`src/rtl/gpio_irq_pkg.sv`:
```
package gpio_irq_pkg;
  localparam int ADDR_W = 8;
  localparam int DATA_W = 32;
  typedef logic [ADDR_W-1:0] addr_t;

  localparam addr_t A_DIR  = 8'h00;
  localparam addr_t A_OUT  = 8'h04;
  localparam addr_t A_PIN  = 8'h08;
  localparam addr_t A_MODE = 8'h0C;
  localparam addr_t A_POL  = 8'h10;
  localparam addr_t A_TRIG = 8'h14;
  localparam addr_t A_BOTH = 8'h18;
  localparam addr_t A_STAT = 8'h1C;
  localparam addr_t A_CLR  = 8'h20;
  localparam addr_t A_MASK = 8'h24;
  localparam addr_t A_MEN  = 8'h28;
  localparam addr_t A_OSRC = 8'h2C;
  localparam addr_t A_FILT = 8'h30;
endpackage

```
`src/rtl/gpio_sync.sv`:
```
module gpio_sync #(
  parameter int W = 32
) (
  input  logic         clk_i,
  input  logic         rst_ni,
  input  logic [W-1:0] d_i,
  output logic [W-1:0] q_o
);
  logic [W-1:0] meta_q, sync_q;

  always_ff @(posedge clk_i or negedge rst_ni) begin
    if (!rst_ni) begin
      meta_q <= '0;
      sync_q <= '0;
    end else begin
      meta_q <= d_i;
      sync_q <= meta_q;
    end
  end

  assign q_o = sync_q;
endmodule

```
`src/rtl/gpio_irq_detect.sv`:
```
module gpio_irq_detect #(
  parameter int NPINS = 32
) (
  input  logic             clk_i,
  input  logic             rst_ni,
  input  logic [NPINS-1:0] lvl_i,
  input  logic [NPINS-1:0] mode_i,
  input  logic [NPINS-1:0] pol_i,
  input  logic [NPINS-1:0] edge_i,
  input  logic [NPINS-1:0] both_i,
  input  logic [NPINS-1:0] clr_i,
  output logic [NPINS-1:0] stat_o
);
  for (genvar i = 0; i < NPINS; i++) begin : g_pin
    logic qual, prev_q, stat_q, det;

    assign qual = lvl_i[i] ^ pol_i[i];
    // rising of qualified level, or any change in both-edge mode
    assign det  = both_i[i] ? (qual ^ prev_q) : (qual & ~prev_q);

    always_ff @(posedge clk_i or negedge rst_ni) begin
      if (!rst_ni) begin
        prev_q <= 1'b0;
        stat_q <= 1'b0;
      end else begin
        prev_q <= qual;
        if (!mode_i[i])      stat_q <= 1'b0;
        else if (!edge_i[i]) stat_q <= qual;
        else                 stat_q <= (stat_q & ~clr_i[i]) | det;
      end
    end

    assign stat_o[i] = stat_q;
  end
endmodule

```
`src/rtl/gpio_irq_bank.sv`:
```
module gpio_irq_bank
  import gpio_irq_pkg::*;
#(
  parameter int NPINS = 32
) (
  input  logic              clk_i,
  input  logic              rst_ni,
  input  logic [ADDR_W-1:0] addr_i,
  input  logic              we_i,
  input  logic [DATA_W-1:0] wdata_i,
  output logic [DATA_W-1:0] rdata_o,
  input  logic [NPINS-1:0]  pin_i,
  input  logic [NPINS-1:0]  alt_i,
  output logic [NPINS-1:0]  pin_o,
  output logic [NPINS-1:0]  pin_oe_o,
  output logic              irq_o
);
  localparam int PW = NPINS;

  logic [PW-1:0] dir_q, out_q, mode_q, pol_q, edge_q, both_q;
  logic [PW-1:0] mask_q, osrc_q, filt_q;
  logic [PW-1:0] sync_w, stat_w, clr_w, wd, drive_w, pin_rd;
  logic [PW-1:0] rd_v;

  assign wd    = wdata_i[PW-1:0];
  assign clr_w = (we_i && addr_i == A_CLR) ? wd : '0;

  always_ff @(posedge clk_i or negedge rst_ni) begin
    if (!rst_ni) begin
      dir_q  <= '0;
      out_q  <= '0;
      mode_q <= '0;
      pol_q  <= '0;
      edge_q <= '0;
      both_q <= '0;
      mask_q <= '0;
      osrc_q <= '0;
      filt_q <= '0;
    end else if (we_i) begin
      unique case (addr_i)
        A_DIR:   dir_q  <= wd;
        A_OUT:   out_q  <= wd;
        A_MODE:  mode_q <= wd;
        A_POL:   pol_q  <= wd;
        A_TRIG:  edge_q <= wd;
        A_BOTH:  both_q <= wd;
        A_MASK:  mask_q <= mask_q & wd;
        A_MEN:   mask_q <= mask_q | wd;
        A_OSRC:  osrc_q <= wd;
        A_FILT:  filt_q <= wd;
        default: ;
      endcase
    end
  end

  gpio_sync #(.W(PW)) u_sync (
    .clk_i (clk_i),
    .rst_ni(rst_ni),
    .d_i   (pin_i),
    .q_o   (sync_w)
  );

  gpio_irq_detect #(.NPINS(PW)) u_det (
    .clk_i (clk_i),
    .rst_ni(rst_ni),
    .lvl_i (sync_w),
    .mode_i(mode_q),
    .pol_i (pol_q),
    .edge_i(edge_q),
    .both_i(both_q),
    .clr_i (clr_w),
    .stat_o(stat_w)
  );

  assign drive_w  = dir_q & ~mode_q;
  assign pin_oe_o = drive_w;
  assign pin_o    = (out_q & ~osrc_q) | (alt_i & osrc_q);
  assign pin_rd   = (out_q & drive_w) | (sync_w & ~drive_w);
  assign irq_o    = |(stat_w & mask_q);

  always_comb begin
    unique case (addr_i)
      A_DIR:   rd_v = dir_q;
      A_OUT:   rd_v = out_q;
      A_PIN:   rd_v = pin_rd;
      A_MODE:  rd_v = mode_q;
      A_POL:   rd_v = pol_q;
      A_TRIG:  rd_v = edge_q;
      A_BOTH:  rd_v = both_q;
      A_STAT:  rd_v = stat_w;
      A_MASK:  rd_v = mask_q;
      A_OSRC:  rd_v = osrc_q;
      A_FILT:  rd_v = filt_q;
      default: rd_v = '0;
    endcase
  end

  assign rdata_o = DATA_W'(rd_v);
endmodule

```
`config.mk`:
```
export PLATFORM = sky130hd
export DESIGN_NAME = gpio_irq_bank
export DESIGN_NICKNAME = d
export VERILOG_FILES = /design/src/rtl/gpio_irq_pkg.sv /design/src/rtl/gpio_sync.sv /design/src/rtl/gpio_irq_detect.sv /design/src/rtl/gpio_irq_bank.sv
export SDC_FILE = /design/constraint.sdc
export NUM_CORES = 1
export LEC_CHECK = 0
export BUFFER_PORTS_ARGS = -buffer_cell sky130_fd_sc_hd__buf_2
export CORE_ASPECT_RATIO = 0.5
export CORE_MARGIN = 8
export CORE_UTILIZATION = 51
export CTS_CLUSTER_SIZE = 14
export DETAILED_ROUTE_END_ITERATION = 10
export HOLD_SLACK_MARGIN = 0.08
export PLACE_DENSITY = 0.8
export SYNTH_ARGS = -nofsm -noshare
export SYNTH_HDL_FRONTEND = slang
export SYNTH_SLANG_ARGS = --single-unit
export TNS_END_PERCENT = 100
```
`constraint.sdc`:
```
create_clock -name clk_i -period 2.9 [get_ports clk_i]
set_input_delay 0.58 -clock clk_i [delete_from_list [all_inputs] [get_ports clk_i]]
set_output_delay 0.58 -clock clk_i [all_outputs]
set_load 0.01 [all_outputs]
```
==> impl_metrics.py, run 1 <==
metrics = {
    "run_status": {
        "status": "finished with violations",
        "violations": "setup timing",
    },
    "setup_path": {
        "path_cells": "buf_2, or2_0, nor4b_4, buf_6, a22oi_1, o211ai_1, buf_2",
        "crit_fanout": 8,
        "crit_buf_inv": 3,
        "crit_required_ns": 2.32,
        "critPathKind": "in -> out",
        "crit_family": "simple AND/OR/NAND/NOR gates",
        "slowest_stage": "nor4b_4",
        "cp-start-kind": "primary input",
        "arrival_ns": 2.33,
        "cpMostUsedCell": "buf_2",
        "cp-end-kind": "output port",
        "slowest_delay_ns": 0.37,
    },
    "cts": {
        "cts_tree": "built",
        "ctsRootBufferMaster": "clkbuf_16",
        "cts_buffers": 39,
        "max-clock-path-buffers": 3,
        "cts_max_level": 2,
        "clock_sinks": 416,
        "clkSlewWorstSetupHoldPaths_ns": 0.06,
        "clock_latency_ns": 0.57,
    },
    "placement": {
        "gp_congestion": 1.060,
        "place_inst": 2620,
        "hpwlAfterDp_mm": 48.90,
        "dpl_worst_slack_ns": -0.2029,
        "portBuffers": 203,
    },
    "final_layout": {
        "seqCellArea_mm2": 0.01041,
        "nets": 2279,
        "fin_cells": 2699,
        "multi_input_area_mm2": 0.008615,
        "area_growth_pct": 19.91,
        "fill_cells": 3040,
        "drive_gt1_share_pct": 27.60,
    },
    "logic_synthesis": {
        "syn-num-nets": 1994,
        "async_flop_share_pct": 100.0,
        "yosys_warnings": 0,
        "yosys_most_used_dff": "dfrtp_1",
        "netlist_area_mm2": 0.01971,
        "syn_avg_cell_area_um2": 10.63,
        "synth_edf_count": 0,
        "synth_cells": 1855,
        "synth_seq_area_share_pct": 52.81,
        "synthDistinctLibCells": 63,
        "synth-seq-cells": 416,
    },
    "floorplanning": {
        "dieArea_mm2": 0.04558,
        "start_util_pct": 51.23,
        "dieWidth_um": 294.0,
        "placementRows": 51,
        "ios": 204,
        "coreArea_mm2": 0.03848,
        "die_h_um": 155.0,
    },
    "min_path": {
        "hold_class": "in -> reg",
    },
    "routing": {
        "drtAntennaViolNets": 0,
        "wirelength_mm": 68.46,
        "vias_per_cell": 6.276,
        "drtIter0Drc": 2205,
        "wl_per_cell_um": 25.36,
        "vias": 16939,
        "drc": 0,
        "first_pass_iters": 5,
    },
    "sta": {
        "period_needed_ns": 2.912,
        "setup_tns_ns": -0.01180,
        "tightestPinTransition_ns": 0.6193,
        "finalClockSkew_ns": 0.02169,
        "final_hold_viol_count": 0,
        "setup_viol": 1,
        "setup_ws_ns": -0.01180,
        "finalMaxSlewViolations": 0,
        "timing.slew.headroom_pct": 58.72,
        "fmax_mhz": 343.4,
        "rsz0062_at_grt": "true",
        "fin_crit_sh_pct": 100.4,
    },
    "grt": {
        "antenna_found_initial": 2,
        "gr-usage-all-layers_pct": 29.55,
        "first_global_vias": 16983,
        "grt_max_degree": 82,
        "grt_overflow": 0,
        "grt_pass1_wl_mm": 104.4,
    },
    "pwr": {
        "vdd_drop_max_uv": 346.8,
        "leakage_nw": 11.33,
        "powerDensity_mw_per_mm2": 548.9,
        "total_power_mw": 12.98,
    },
    "job": {
        "drv_cap": 0,
    },
}
final cells by class:
cell class | count | share of cell area, %
multi-input combinational | 1264 | 36.45
timing repair buffer | 350 | 10.09
inverter | 69 | 1.096
clock inverter | 11 | 0.6193
antenna | 2 | 0.02117
clock buffer | 57 | 4.881
sequential | 416 | 44.04
tap | 530 | 2.806
routing by layer:
metal  vias to the layer above  GRT usage (%)  wire length [µm]
met5                         -              0                 0
met4                         0          12.14              3094
met3                       260          8.734              8540
met2                      1140          43.83             29600
met1                      8340          40.43             27220
li1                       7199              -                 -
state kept, by name, indices dropped and copies added (netlist names):
name,cells
both_q,32
dir_q,32
edge_q,32
filt_q,32
mask_q,32
mode_q,32
osrc_q,32
out_q,32
pol_q,32
u_det.g_pin.prev_q,32
u_det.g_pin.stat_q,32
u_sync.meta_q,32
u_sync.q_o,32
path summary, 6_finish.rpt:
check                                        endpoint  cells after the start  slack, ns              from
max in group asynchronous            u_sync.meta_q[2]                      3       1.41            rst_ni
worst max-delay path                      rdata_o[13]                      7      -0.01         addr_i[1]
min in group asynchronous           u_sync.meta_q[21]                      2       0.59            rst_ni
worst min register to register          u_sync.q_o[2]                      0       0.34  u_sync.meta_q[2]
worst min-delay path                u_sync.meta_q[22]                      1       0.12         pin_i[22]
worst max register to register  u_det.g_pin[2].stat_q                      5       1.34     u_sync.q_o[2]
report_power, final:
group / total [mW] / switching (mW) / internal (mW)
clock: 5.33 / 2.29 / 3.03
combinational: 1.29 / 0.770 / 0.515
sequential: 6.36 / 0.271 / 6.09
layout by cell type, fill, tap and decap left out, types with 7 or more instances in the layout:
cell type / instances
dfrtp_1: 416
o21ai_0: 289
nand2_1: 260
buf_2: 200
buf_4: 125
mux2_2: 108
inv_1: 69
a21oi_1: 64
mux2i_1: 63
a31oi_1: 61
a22oi_1: 45
nor2b_1: 43
nor2_1: 41
clkbuf_16: 39
xor2_1: 32
ha_1: 32
mux2_4: 30
nand3_1: 29
o22ai_1: 24
buf_12: 18
mux4_2: 11
clkbuf_8: 11
a221oi_1: 10
o211ai_1: 10
nor3_1: 8
nand3_2: 7
clkbuf_1: 7
synth_stat cells, types with 3 or more instances:
cell type	instances	area share, %
a211oi_1	5	0.19
a21oi_1	64	1.6
a221o_1	4	0.20
a221oi_1	10	0.44
a22o_1	3	0.13
a22oi_1	50	1.9
a2bb2oi_1	3	0.13
a31oi_1	61	1.9
a32oi_1	3	0.13
and3_1	5	0.16
buf_2	44	1.1
buf_4	7	0.27
buf_6	6	0.34
clkbuf_1	47	0.90
dfrtp_1	416	53
ha_1	32	2.0
inv_1	69	1.3
mux2_2	108	6.2
mux2_4	30	2.3
mux2i_1	63	3.2
mux4_2	9	1.0
nand2_1	260	5.0
nand2_2	3	0.095
nand3_1	36	0.91
nand4_1	5	0.16
nor2_1	42	0.80
nor2b_1	45	1.4
nor3_1	9	0.23
nor4_4	3	0.32
nor4b_4	4	0.48
o211ai_1	10	0.38
o21ai_0	292	7.4
o21ai_1	3	0.076
o22ai_1	25	0.79
o31ai_1	3	0.11
o32ai_1	6	0.27
or3_1	6	0.19
xor2_1	32	1.4
metrics by stage:
step	utilization, %	hold slack, ns	instance area (µm²)
after floorplan	-	0.2844	19710
after global placement	57.61	0.3325	22170
after detailed placement	57.61	0.3355	22170
after CTS	61.12	0.1042	23520
after global routing	61.43	0.1000	23640
final	61.43	0.1155	23640
what timing repair did:
action / CTS / global route
hold buffers: 1 / 0
pin swaps: 2 / 7
endpoints found under the hold margin: 61 / 0
buffers inserted: 2 / 6
setup endpoints to repair: 7 / 23
gates resized for setup: 6 / 22
cells by family after synthesis:
logic type	share of synthesized area, %
AOI/OAI and AO/OA	16.12
xor gates and xnor gates	1.422
adders and majority gates	2.031
buffers and inverters	4.031
DFF	52.81
muxes	13.06
and+or+nand+nor	10.52
Power figures use the tool's default switching activity.
==> run 2: changes to the inputs <==
--- a/config.mk
+++ b/config.mk
@@ -12,8 +12,9 @@
 export CTS_CLUSTER_SIZE = 14
 export DETAILED_ROUTE_END_ITERATION = 10
 export HOLD_SLACK_MARGIN = 0.08
-export PLACE_DENSITY = 0.8
+export PLACE_DENSITY = 0.79
 export SYNTH_ARGS = -nofsm -noshare
 export SYNTH_HDL_FRONTEND = slang
+export SYNTH_HIERARCHICAL = 1
 export SYNTH_SLANG_ARGS = --single-unit
 export TNS_END_PERCENT = 100
==> run 2 against run 1 <==
Compared with the run above:
- sequential power hardly changed
- the flow still finishes with violations (setup timing)
- largest power group unchanged
- wire length down 4.0%
- setup slack worse by 0.00059 ns
==> impl_metrics.py, run 2 <==
metrics = {
    "logic_synthesis": {
        "netlist.area_leader.share_pct": 50.87,
        "syn-num-nets": 1913,
        "yosys_warnings": 6,
        "synth.largest_area_cell": "dfrtp_1",
        "synth_most_common_cell": "dfrtp_1",
        "synthTopCellsByArea": "dfrtp_1 (51%), mux2_2 (15%), mux2i_1 (2.5%), mux2_4 (2.2%), nor2_1 (2.1%)",
        "synth_seq_area_share_pct": 50.87,
        "synth_edf_count": 0,
        "synth-seq-cells": 416,
        "netlist_area_mm2": 0.02046,
        "synth_commonest_cells": "dfrtp_1 (416), mux2_2 (267), nor2_1 (117)",
        "async_flop_share_pct": 100.0,
        "synth_cells": 1774,
        "yosys_most_used_dff": "dfrtp_1",
        "synthDistinctLibCells": 62,
        "syn_avg_cell_area_um2": 11.54,
    },
    "sta": {
        "finalMaxSlewViolations": 0,
        "setup_viol": 2,
        "fin_hold_ws_ns": 0.1388,
        "final_hold_viol_count": 0,
        "finalClockSkew_ns": 0.009177,
        "fin_crit_sh_pct": 100.4,
        "period_needed_ns": 2.912,
        "tightestPinTransition_ns": 0.6292,
        "fmax_mhz": 343.4,
        "timing.slew.headroom_pct": 57.61,
        "setup_ws_ns": -0.01239,
    },
    "setup_path": {
        "cp-start-kind": "primary input",
        "cp-end-kind": "output port",
        "critPathLaunch": "addr_i[1]",
        "worstReg2RegStart": "pol_q[7]",
        "arrival_ns": 2.33,
        "critPathKind": "in -> out",
        "crit_fanout": 8,
        "crit_required_ns": 2.32,
    },
    "floorplanning": {
        "dieArea_mm2": 0.04718,
        "ios": 204,
        "coreArea_mm2": 0.04001,
        "dieWidth_um": 299.3,
        "placementRows": 52,
        "start_util_pct": 51.14,
        "die_h_um": 157.6,
    },
    "placement": {
        "gp_congestion": 0.9664,
        "portBuffers": 203,
        "place_area_mm2": 0.02266,
        "hpwlAfterDp_mm": 45.24,
        "place_inst": 2489,
    },
    "pwr": {
        "vdd_drop_max_uv": 322.1,
        "leakage_nw": 12.01,
        "powerDensity_mw_per_mm2": 532.7,
        "total_power_mw": 12.93,
    },
    "grt": {
        "busiest_layer": "met2",
        "use_met3_pct": 7.180,
        "first_global_vias": 16436,
        "grtUsageMet2_pct": 42.40,
        "antenna_found_initial": 6,
        "grt_overflow": 0,
        "gr-usage-all-layers_pct": 26.95,
        "grt_pass1_wl_mm": 98.41,
        "grt.met1_usage_pct": 34.10,
        "grt_max_degree": 72,
    },
    "cts": {
        "ctsRootBufferMaster": "clkbuf_16",
        "clock_latency_ns": 0.54,
        "cts_max_level": 2,
        "max-clock-path-buffers": 3,
        "cts_buffers": 39,
        "clock_sinks": 416,
        "clkSlewWorstSetupHoldPaths_ns": 0.06,
        "cts_tree": "built",
    },
    "final_layout": {
        "fin_cells": 2577,
        "area_growth_pct": 18.65,
        "nets": 2145,
        "final_common_cell": "dfrtp_1",
        "multi_input_area_mm2": 0.009206,
        "drive_gt1_share_pct": 36.91,
        "fill_cells": 3013,
        "seqCellArea_mm2": 0.01041,
        "layout_common_cells": "dfrtp_1 (416), mux2_2 (267), buf_2 (199)",
        "post-route-cell-area_mm2": 0.02428,
    },
    "routing": {
        "vias_per_cell": 6.302,
        "wl_per_cell_um": 25.51,
        "wirelength_mm": 65.75,
        "drtIter0Drc": 2257,
        "drc": 0,
        "first_pass_iters": 7,
        "vias": 16239,
        "drtAntennaViolNets": 0,
    },
    "run_status": {
        "status": "finished with violations",
        "violations": "setup timing",
    },
    "job": {
        "drv_cap": 0,
    },
    "min_path": {
        "worstHoldStart": "pin_i[7]",
        "hold_class": "in -> reg",
    },
}
-- run 2: where the power goes --
group	internal, mW	total, mW	switching [mW]	leakage [nW]
sequential	6.09	6.35	0.261	5.54
combinational	0.556	1.28	0.720	5.83
clock	3.06	5.31	2.25	0.649
total	9.70	12.9	3.23	12.0
-- run 2: final timing paths --
| path | slack, ns | end | cells past startpoint |
|---|---|---|---|
| max | -0.01 | rdata_o[28] | 10 |
| min | 0.14 | u_sync/meta_q[7] | 1 |
| max reg2reg | 1.44 | u_det/g_pin[7].stat_q | 5 |
| min reg2reg | 0.35 | u_sync/q_o[20] | 0 |
| max in group asynchronous | 1.46 | u_det/g_pin[24].stat_q | 3 |
| min in group asynchronous | 0.61 | u_sync/meta_q[5] | 2 |
-- run 2: timing repair --
| item | 4_1_cts | 5_1_grt |
|---|---|---|
| hold endpoints to repair | 63 | 0 |
| setup buffers | 1 | 13 |
| hold buffers | 1 | 0 |
| gates cloned | 0 | 1 |
| pin swaps | 1 | 11 |
| setup endpoints to repair | 7 | 18 |
| gates resized for setup | 15 | 25 |
-- run 2: kinds of logic after synthesis --
logic type,after synthesis,synth area share (%)
and+or+nand+nor,384,9.428
DFF,416,50.87
xor gates and xnor gates,32,1.370
adders and majority gates,32,1.956
buffers and inverters,197,4.971
muxes,359,20.16
AOI/OAI and AO/OA,354,11.25
-- run 2: per-layer routing --
metal | vias to the layer above | routed length (µm)
li1 | 6811 | -
met1 | 7975 | 24380
met2 | 1158 | 30250
met3 | 293 | 7416
met4 | 2 | 3694
met5 | - | 8
-- run 2: worst max-delay path, stage by stage --
cell and delay (ns):
buf_2 0.11, buf_4 0.15, nor2_2 0.17, and3_2 0.26, buf_4 0.14, buf_4 0.21
nand3_2 0.16, a21oi_2 0.25, a2111o_1 0.16, buf_2 0.14
-- run 2: layout make-up --
type                       count  share of cell area, %
sequential                   416                  42.87
multi-input combinational   1161                  37.92
timing repair buffer         346                  10.34
clock buffer                  58                  4.983
tap                          540                  2.783
inverter                      42                 0.6493
clock inverter                 9                 0.4019
antenna                        5                0.05153
-- run 2: per-stage QoR --
step / setup TNS [ns] / utilization (%) / setup WS (ns)
6_report: -0.01331 / 60.68 / -0.01239
4_1_cts: 0 / 60.06 / 0.004750
5_1_grt: -0.03437 / 60.68 / -0.01997
2_1_floorplan: 0 / - / 0.2862
3_5_place_dp: -0.3980 / 56.63 / -0.2204
3_3_place_gp: -0.4324 / 56.63 / -0.2427
